==> config.mk <==
export PLATFORM = sky130hd
export DESIGN_NAME = lbus_err_mon
export DESIGN_NICKNAME = d
export VERILOG_FILES = /design/src/rtl/lbm_pkg.sv /design/src/rtl/lbm_bus_timer.sv /design/src/rtl/lbm_atomic_win.sv /design/src/rtl/lbm_regfile.sv /design/src/rtl/lbus_err_mon.sv
export SDC_FILE = /design/constraint.sdc
export NUM_CORES = 1
export LEC_CHECK = 0
export CORE_ASPECT_RATIO = 0.8
export CORE_MARGIN = 8
export CORE_UTILIZATION = 56
export CTS_BUF_LIST = sky130_fd_sc_hd__clkbuf_16
export DETAILED_ROUTE_END_ITERATION = 8
export DONT_BUFFER_PORTS = 1
export MAX_ROUTING_LAYER = met4
export PLACE_DENSITY_LB_ADDON = 0.1
export SYNTH_ARGS = -nofsm -noshare
export SYNTH_HDL_FRONTEND = slang
export SYNTH_SLANG_ARGS = --single-unit
==> constraint.sdc <==
create_clock -name clk -period 2.5 [get_ports clk]
set_input_delay 0 -clock clk [delete_from_list [all_inputs] [get_ports clk]]
set_output_delay 0 -clock clk [all_outputs]
set_load 0.03 [all_outputs]
==> src/rtl/lbm_pkg.sv <==
package lbm_pkg;
  localparam int ERR_N  = 6;
  localparam int E_TMO  = 0;
  localparam int E_PAR  = 1;
  localparam int E_WP   = 2;
  localparam int E_ATW  = 3;
  localparam int E_ATR  = 4;
  localparam int E_CS   = 5;
  localparam int REG_AW = 3;
  localparam int BANK_POS = 8;

  typedef enum logic [REG_AW-1:0] {
    RA_STS  = 3'd0,
    RA_DIS  = 3'd1,
    RA_IEN  = 3'd2,
    RA_ATTR = 3'd3,
    RA_TMO  = 3'd4
  } reg_addr_e;
endpackage

==> src/rtl/lbm_bus_timer.sv <==
module lbm_bus_timer #(
  parameter int TMO_W = 8
) (
  input  logic             clk,
  input  logic             rst_n,
  input  logic             start,
  input  logic             ack,
  input  logic [TMO_W-1:0] field,
  output logic             expire
);
  localparam int CW = TMO_W + 3;

  logic          busy;
  logic [CW-1:0] cnt;
  logic [CW-1:0] limit;
  logic          off;

  assign limit  = {field, 3'b000};
  assign off    = (field == '0);
  assign expire = busy && !start && !ack && !off && (cnt == limit - CW'(1));

  always_ff @(posedge clk) begin
    if (!rst_n) begin
      busy <= 1'b0;
      cnt  <= '0;
    end else if (start) begin
      busy <= 1'b1;
      cnt  <= '0;
    end else if (busy) begin
      if (ack || off || expire) busy <= 1'b0;
      else                      cnt  <= cnt + CW'(1);
    end
  end
endmodule

==> src/rtl/lbm_atomic_win.sv <==
module lbm_atomic_win #(
  parameter int ATOM_WIN = 256,
  parameter int BANK_W   = 3
) (
  input  logic              clk,
  input  logic              rst_n,
  input  logic              open_i,
  input  logic              kind_i,
  input  logic [BANK_W-1:0] open_bank,
  input  logic              close_i,
  input  logic [BANK_W-1:0] close_bank,
  output logic              err_w,
  output logic              err_r
);
  localparam int CW = $clog2(ATOM_WIN + 1);

  logic              armed;
  logic              kind_q;
  logic [BANK_W-1:0] bank_q;
  logic [CW-1:0]     cnt;
  logic              hit;
  logic              last;

  assign hit   = close_i && (close_bank == bank_q);
  assign last  = armed && !hit && (cnt == CW'(ATOM_WIN - 1));
  assign err_w = last && !kind_q;
  assign err_r = last && kind_q;

  always_ff @(posedge clk) begin
    if (!rst_n) begin
      armed  <= 1'b0;
      kind_q <= 1'b0;
      bank_q <= '0;
      cnt    <= '0;
    end else if (open_i) begin
      armed  <= 1'b1;
      kind_q <= kind_i;
      bank_q <= open_bank;
      cnt    <= '0;
    end else if (armed) begin
      if (hit || last) armed <= 1'b0;
      else             cnt   <= cnt + CW'(1);
    end
  end
endmodule

==> src/rtl/lbm_regfile.sv <==
module lbm_regfile
  import lbm_pkg::*;
#(
  parameter int TMO_W   = 8,
  parameter int LANE_W  = 2,
  parameter int BANK_W  = 3,
  parameter int DATA_W  = 32,
  parameter int TMO_RST = 32
) (
  input  logic              clk,
  input  logic              rst_n,
  input  logic              reg_wr,
  input  logic [REG_AW-1:0] reg_addr,
  input  logic [DATA_W-1:0] reg_wdata,
  output logic [DATA_W-1:0] reg_rdata,
  input  logic [ERR_N-1:0]  evt,
  input  logic              cap_req,
  input  logic [LANE_W-1:0] cap_lane,
  input  logic [BANK_W-1:0] cap_bank,
  output logic [ERR_N-1:0]  sts_q,
  output logic [ERR_N-1:0]  dis_q,
  output logic [ERR_N-1:0]  ien_q,
  output logic [TMO_W-1:0]  tmo_q,
  output logic [LANE_W-1:0] lane_q,
  output logic [BANK_W-1:0] bank_q,
  output logic              irq
);
  logic [ERR_N-1:0] w1c;
  logic             unused_wbits;

  assign unused_wbits = ^reg_wdata;
  assign w1c = (reg_wr && reg_addr == RA_STS) ? reg_wdata[ERR_N-1:0] : '0;
  assign irq = |(sts_q & ien_q);

  always_ff @(posedge clk) begin
    if (!rst_n) begin
      sts_q  <= '0;
      dis_q  <= '0;
      ien_q  <= '0;
      tmo_q  <= TMO_W'(TMO_RST);
      lane_q <= '0;
      bank_q <= '0;
    end else begin
      sts_q <= (sts_q & ~w1c) | evt;
      if (cap_req && sts_q == '0) begin
        lane_q <= cap_lane;
        bank_q <= cap_bank;
      end
      if (reg_wr) begin
        case (reg_addr)
          RA_DIS:  dis_q <= reg_wdata[ERR_N-1:0];
          RA_IEN:  ien_q <= reg_wdata[ERR_N-1:0];
          RA_TMO:  tmo_q <= reg_wdata[TMO_W-1:0];
          default: ;
        endcase
      end
    end
  end

  always_comb begin
    reg_rdata = '0;
    case (reg_addr)
      RA_STS:  reg_rdata[ERR_N-1:0] = sts_q;
      RA_DIS:  reg_rdata[ERR_N-1:0] = dis_q;
      RA_IEN:  reg_rdata[ERR_N-1:0] = ien_q;
      RA_TMO:  reg_rdata[TMO_W-1:0] = tmo_q;
      RA_ATTR: begin
        reg_rdata[LANE_W-1:0]        = lane_q;
        reg_rdata[BANK_POS +: BANK_W] = bank_q;
      end
      default: reg_rdata = '0;
    endcase
  end
endmodule

==> src/rtl/lbus_err_mon.sv <==
module lbus_err_mon
  import lbm_pkg::*;
#(
  parameter int LANES    = 4,
  parameter int BANKS    = 8,
  parameter int TMO_W    = 8,
  parameter int TMO_RST  = 32,
  parameter int ATOM_WIN = 256,
  parameter int DATA_W   = 32,
  localparam int LANE_W  = (LANES > 1) ? $clog2(LANES) : 1,
  localparam int BANK_W  = (BANKS > 1) ? $clog2(BANKS) : 1
) (
  input  logic              clk,
  input  logic              rst_n,
  input  logic              xact_start,
  input  logic              xact_write,
  input  logic              xact_bank_hit,
  input  logic [BANK_W-1:0] xact_bank,
  input  logic              xact_ro,
  input  logic              beat_ack,
  input  logic [LANES-1:0]  par_err,
  input  logic              atom_open,
  input  logic              atom_kind,
  input  logic [BANK_W-1:0] atom_bank,
  input  logic              atom_close,
  input  logic [BANK_W-1:0] atom_close_bank,
  input  logic              reg_wr,
  input  logic [REG_AW-1:0] reg_addr,
  input  logic [DATA_W-1:0] reg_wdata,
  output logic [DATA_W-1:0] reg_rdata,
  output logic              irq
);
  logic [ERR_N-1:0]  raw_evt;
  logic [ERR_N-1:0]  evt;
  logic [ERR_N-1:0]  sts_q, dis_q, ien_q;
  logic [TMO_W-1:0]  tmo_q;
  logic [LANE_W-1:0] attr_lane;
  logic [BANK_W-1:0] attr_bank;
  logic [BANK_W-1:0] cur_bank;
  logic              tmo_hit, atw_hit, atr_hit;
  logic              par_hit;
  logic [LANE_W-1:0] fail_lane;

  function automatic logic [LANE_W-1:0] lowest_lane(input logic [LANES-1:0] v);
    lowest_lane = '0;
    for (int i = LANES - 1; i >= 0; i--) begin
      if (v[i]) lowest_lane = LANE_W'(i);
    end
  endfunction

  always_ff @(posedge clk) begin
    if (!rst_n)          cur_bank <= '0;
    else if (xact_start) cur_bank <= xact_bank;
  end

  assign par_hit   = beat_ack && (par_err != '0);
  assign fail_lane = lowest_lane(par_err);

  lbm_bus_timer #(.TMO_W(TMO_W)) u_timer (
    .clk    (clk),
    .rst_n  (rst_n),
    .start  (xact_start),
    .ack    (beat_ack),
    .field  (tmo_q),
    .expire (tmo_hit)
  );

  lbm_atomic_win #(.ATOM_WIN(ATOM_WIN), .BANK_W(BANK_W)) u_atomic (
    .clk        (clk),
    .rst_n      (rst_n),
    .open_i     (atom_open),
    .kind_i     (atom_kind),
    .open_bank  (atom_bank),
    .close_i    (atom_close),
    .close_bank (atom_close_bank),
    .err_w      (atw_hit),
    .err_r      (atr_hit)
  );

  always_comb begin
    raw_evt        = '0;
    raw_evt[E_TMO] = tmo_hit;
    raw_evt[E_PAR] = par_hit;
    raw_evt[E_WP]  = xact_start && xact_write && xact_bank_hit && xact_ro;
    raw_evt[E_ATW] = atw_hit;
    raw_evt[E_ATR] = atr_hit;
    raw_evt[E_CS]  = xact_start && !xact_bank_hit;
  end

  assign evt = raw_evt & ~dis_q;

  lbm_regfile #(
    .TMO_W   (TMO_W),
    .LANE_W  (LANE_W),
    .BANK_W  (BANK_W),
    .DATA_W  (DATA_W),
    .TMO_RST (TMO_RST)
  ) u_regs (
    .clk       (clk),
    .rst_n     (rst_n),
    .reg_wr    (reg_wr),
    .reg_addr  (reg_addr),
    .reg_wdata (reg_wdata),
    .reg_rdata (reg_rdata),
    .evt       (evt),
    .cap_req   (evt[E_PAR]),
    .cap_lane  (fail_lane),
    .cap_bank  (cur_bank),
    .sts_q     (sts_q),
    .dis_q     (dis_q),
    .ien_q     (ien_q),
    .tmo_q     (tmo_q),
    .lane_q    (attr_lane),
    .bank_q    (attr_bank),
    .irq       (irq)
  );
endmodule

# Word-level counts from Yosys, hierarchy flattened
# Cells that the tools add are included.
# word_totals
reg_bits	60
latch_bits	0
mem_bits_rw	0
romBits	0
out_inout_bits	33
n_memories	0
# op_classes
addsub	3
n_mul	0
n_div	0
magnitude_cmp	0
eq_ne	7
shift	0
muxes	15
bitwise	9
n_reduce_logical	37
# op_table
op	n
$and 6x6->6	3
$logic_and 1x1->1	16
$pmux 4 s4	1
$not 6->6	2
$add 11x1->11 const B	1
$eq 11x11->1	1
$sub 11x1->11 const B	1
$mux 2	5
$pmux 2 s5	1
$reduce_and 2->1	5
$add 9x1->9 const B	1
$eq 9x8->1 const B	1
$logic_not 8->1	1
$eq 3x2->1 const B	2
$logic_not 1->1	6
$logic_not 6->1	1
$mux 1	6
$mux 6	1
$or 6x6->6	1
$reduce_or 6->1	1
$reduce_bool 4->1	1
$reduce_or 2->1	2
$eq 3x1->1 const B	1
$eq 3x3->1	1
other kinds (5)	9

# Logic depth before layout (Yosys ltp)
# depth
word_depth	9
mapped_depth	10

# Hierarchy
# From an unflattened synthesis, not the netlist that was laid out.
# hier_totals
cells_unflattened	401
area_unflattened_um2	3438.3
# modules_own_cells
mod	instances	cells_per_inst	area_each_um2	seq_area_each_um2
lbm_regfile	1	190	1671.6	620.6
lbm_bus_timer	1	110	878.3	240.2
lbm_atomic_win	1	78	689.4	280.3
lbus_err_mon	1	23	198.9	60.1

# Worst setup path after synthesis
# No wires, ideal clock.
# synth_timing
kind	register -> register
from	reg u_regs.tmo_q[0]
to	reg u_timer.cnt[5]
setup_ps	115
arrival_time_ps	2108
required_time_ps	2385
setup_slack_ps	277
stages_incl_launch_ff	11
n_path_buf	1
path_cell_list	dfxtp_1 > inv_1 > ha_1 > nor2b_1 > and3_1 > nor4_1 > o2111ai_4 > o21bai_4 > buf_6 > nor4_1 > o21a_1
# synth_via
elab_chain_cells	7
# synth_lines
element	line	text
from (decl)	lbm_regfile.sv:23	output logic [TMO_W-1:0] tmo_q,
from (signal assigned)	lbm_regfile.sv:40	tmo_q <= TMO_W'(TMO_RST);
from (signal assigned)	lbm_regfile.sv:53	RA_TMO: tmo_q <= reg_wdata[TMO_W-1:0];
parallel branches: the longest is 4 deep, another holds $sub 11x1->11	n/a	
$logic_or 1x1->1 (*)	lbm_bus_timer.sv:30	if (ack || off || expire) busy <= 1'b0;
$not 1->1 (no source line) (*)	n/a	
$reduce_and 2->1 (no source line) (*)	n/a	
to (signal assigned)	lbm_bus_timer.sv:31	else cnt <= cnt + CW'(1);
to (decl)	lbm_bus_timer.sv:14	logic [CW-1:0] cnt;
# Mark *: on every way between the ends.
# A chain may end at the register's enable or synchronous reset.

# Final worst setup path
# layout_timing
from	reg u_regs.sts_q[4]
to	reg u_regs.lane_q[1]
# layout_via
elab_chain_cells	2
# layout_lines
element	line	text
from (decl)	lbm_regfile.sv:20	output logic [ERR_N-1:0] sts_q,
from (signal assigned)	lbm_regfile.sv:44	sts_q <= (sts_q & ~w1c) | evt;
$logic_not 6->1	lbm_regfile.sv:45	if (cap_req && sts_q == '0) begin
$logic_and 1x1->1	lbm_regfile.sv:45	
to (signal assigned)	lbm_regfile.sv:46	lane_q <= cap_lane;
to (decl)	lbm_regfile.sv:24	output logic [LANE_W-1:0] lane_q,
# No other way between the ends.

==> impl_metrics.json <==
{
  "htreeDepth": 3,
  "wl_per_cell_um": 16.6,
  "worstPathRequired_ns": 2.75,
  "die_w_um": 102,
  "io_buffer_count": 0,
  "async_flop_share_pct": 0,
  "most-common-layout-cells": "dfxtp_1 (60), nand2_1 (43), nor2b_1 (33)",
  "syn_area_um2": 3340,
  "gp_congestion": 0.861,
  "final_common_cell": "dfxtp_1",
  "drv_cap": 0,
  "start_kind": "flop",
  "maxSlewHeadroom_pct": 45.2,
  "finClkSkew_ns": 0.00519,
  "die_h_um": 85.1,
  "nets": 499,
  "drv_slew": 0,
  "seq_area_frac_synth_pct": 36.0,
  "synth_top_area_share_pct": 36.0,
  "finalWirelength_mm": 8.61,
  "power.total_mw": 2.53,
  "synth_ff_type": "dfxtp_1",
  "synthCells": 398,
  "hpwlAfterDp_mm": 5.95,
  "avgSynthCellArea_um2": 8.39,
  "final-hold-violation-count": 0,
  "setup_tns_ns": 0,
  "cts_buffers": 9,
  "r2r_cells": 5,
  "core-area_um2": 5850,
  "critPathKind": "reg2reg",
  "dieArea_um2": 8710,
  "stdcell_count": 520,
  "fill_cells": 482,
  "rows": 25,
  "clkTransAtPathRegs_ns": 0.05,
  "antenna_found_initial": 0,
  "cts_sinks": 60,
  "cts_setup_buffers": 0,
  "synth_top_area_cell": "dfxtp_1",
  "final-setup-viol-count": 0,
  "power_density_nw_per_um2": 629,
  "drc_errors": 0,
  "synth_edf_count": 0,
  "start_util_pct": 57.1,
  "min_period_ns": 2.33,
  "first_pass_iters": 4,
  "grt_pass1_vias": 2752,
  "grt_pass1_wl_mm": 13.8,
  "viasPerCell": 5.53,
  "insertion_delay_ns": 0.32,
  "drive_gt1_share_pct": 8.66,
  "io-pin-count": 92,
  "ys_seq_elements": 60,
  "critPathMaxFanout": 7,
  "antenna_left": 0,
  "arrival_ns": 2.58,
  "grt_overflow": 0,
  "grt_max_degree": 42,
  "synth.area.top_cells": "dfxtp_1 (36%), mux2i_1 (8.7%), nor2b_1 (6.2%), nand2_1 (4.8%), buf_4 (4.7%)",
  "hold_class": "in2reg",
  "fmax_ghz": 0.429,
  "vias": 2874,
  "cellLeakagePower_nw": 1.48,
  "track_usage_pct": 20.6,
  "whs_path_depth": 2,
  "vdd_drop_max_mv": 0.463,
  "dp.cells": 476,
  "timing.final.crit_share_pct": 93.2,
  "root_buffer": "clkbuf_16",
  "drtIter0Drc": 158,
  "crit_path_end_kind": "flop",
  "tightest_slew_ns": 0.814,
  "outcome": "completed",
  "area_growth_pct": 20.4,
  "n_antenna_cell": 0,
  "clock_path_buffers": 2,
  "ys_warn_count": 0,
  "cts_tree": "built",
  "rsz0062_at_grt": "no",
  "synth_cell_types": 50
}
[critical path, stage by stage (launching register included)]
cell and delay (ns):
dfxtp_1 0.35, nor4_1 0.40, nand3_1 0.34, or4_1 0.47
dlygate4sd3_1 0.56, a21boi_0 0.14
[routing by layer]
layer,up-vias,part of all wire (%),track usage [%]
met2,99,43,29.6
met3,6,8.7,5.81
met5,-,0,-
li1,1423,-,-
met1,1346,48,27.2
met4,0,0.72,5.59
[flip-flops by register name, indices dropped and copies added (netlist names)]
name	count
u_regs.bank_q	3
cur_bank	3
u_atomic.armed	1
u_regs.lane_q	2
u_atomic.bank_q	3
u_regs.tmo_q	8
u_atomic.kind_q	1
u_regs.sts_q	6
u_regs.ien_q	6
u_timer.cnt	11
u_atomic.cnt	9
u_regs.dis_q	6
u_timer.busy	1
[final cells by class]
type                       count  area (um2)  area share, %
sequential                    60        1200           29.9
tap                           81         101           2.52
multi-input combinational    307        1950           48.5
clock inverter                 6        80.1           1.99
inverter                      12        45.0           1.12
timing repair buffer          45         418           10.4
clock buffer                   9         225           5.60
[repair_timing]
action	CTS	global route
endpoints found under the hold margin	43	0
endpoints found under the setup margin	0	9
gates resized for setup	0	3
hold buffers	28	0
[per-stage QoR]
step | worst slack, ns | hold slack, ns | util [%] | instance area (um2)
after floorplan | 0.277 | 0.124 | - | 3420
after global placement | 0.220 | 0.0824 | 58.1 | 3400
after detailed placement | 0.170 | 0.0845 | 58.1 | 3400
after CTS | 0.154 | 0.00122 | 68.3 | 3990
after global routing | 0.0164 | 0.0631 | 68.7 | 4020
final | 0.171 | 0.0296 | 68.7 | 4020
[worst paths after layout]
| check | from | endpoint | slack [ns] |
|---|---|---|---|
| setup / recovery | u_regs.sts_q[4]$_SDFF_PN0_ | u_regs.lane_q[1]$_SDFFE_PN0P_ | 0.17 |
| hold / removal | rst_n | u_timer.cnt[3]$_SDFFE_PP0P_ | 0.03 |
| hold reg to reg | u_regs.lane_q[1]$_SDFFE_PN0P_ | u_regs.lane_q[1]$_SDFFE_PN0P_ | 0.48 |
| setup reg to reg | u_regs.sts_q[4]$_SDFF_PN0_ | u_regs.lane_q[1]$_SDFFE_PN0P_ | 0.17 |
[where the power goes]
part           total, mW  internal [mW]  switching, mW
clock               1.28          0.857          0.423
sequential          1.00          0.982         0.0186
combinational      0.248          0.105          0.143
[kinds of logic after synthesis]
logic type	synth area share [%]
XOR/XNOR	3.93
other	0.112
multiplexers	8.69
adder cells (fa/ha/maj)	1.87
buffers and inverters	8.73
flip-flops	36.0
AND/OR/NAND/NOR	26.5
AO/OA/AOI/OAI	14.2
[synthesized netlist by cell type (all sizes together) (6+ instances only)]
cell type / count
xnor2: 6
buf: 26
mux2i: 29
nor2b: 33
xor2: 9
clkbuf: 14
o21ai: 16
nor2: 23
nand2: 43
a21oi: 18
nor3: 7
inv: 11
a21boi: 11
dfxtp: 60
nand4: 7
nor4: 6
nand3: 9
or3: 14
and2: 6
No activity file was read; power rests on OpenSTA's default activity.
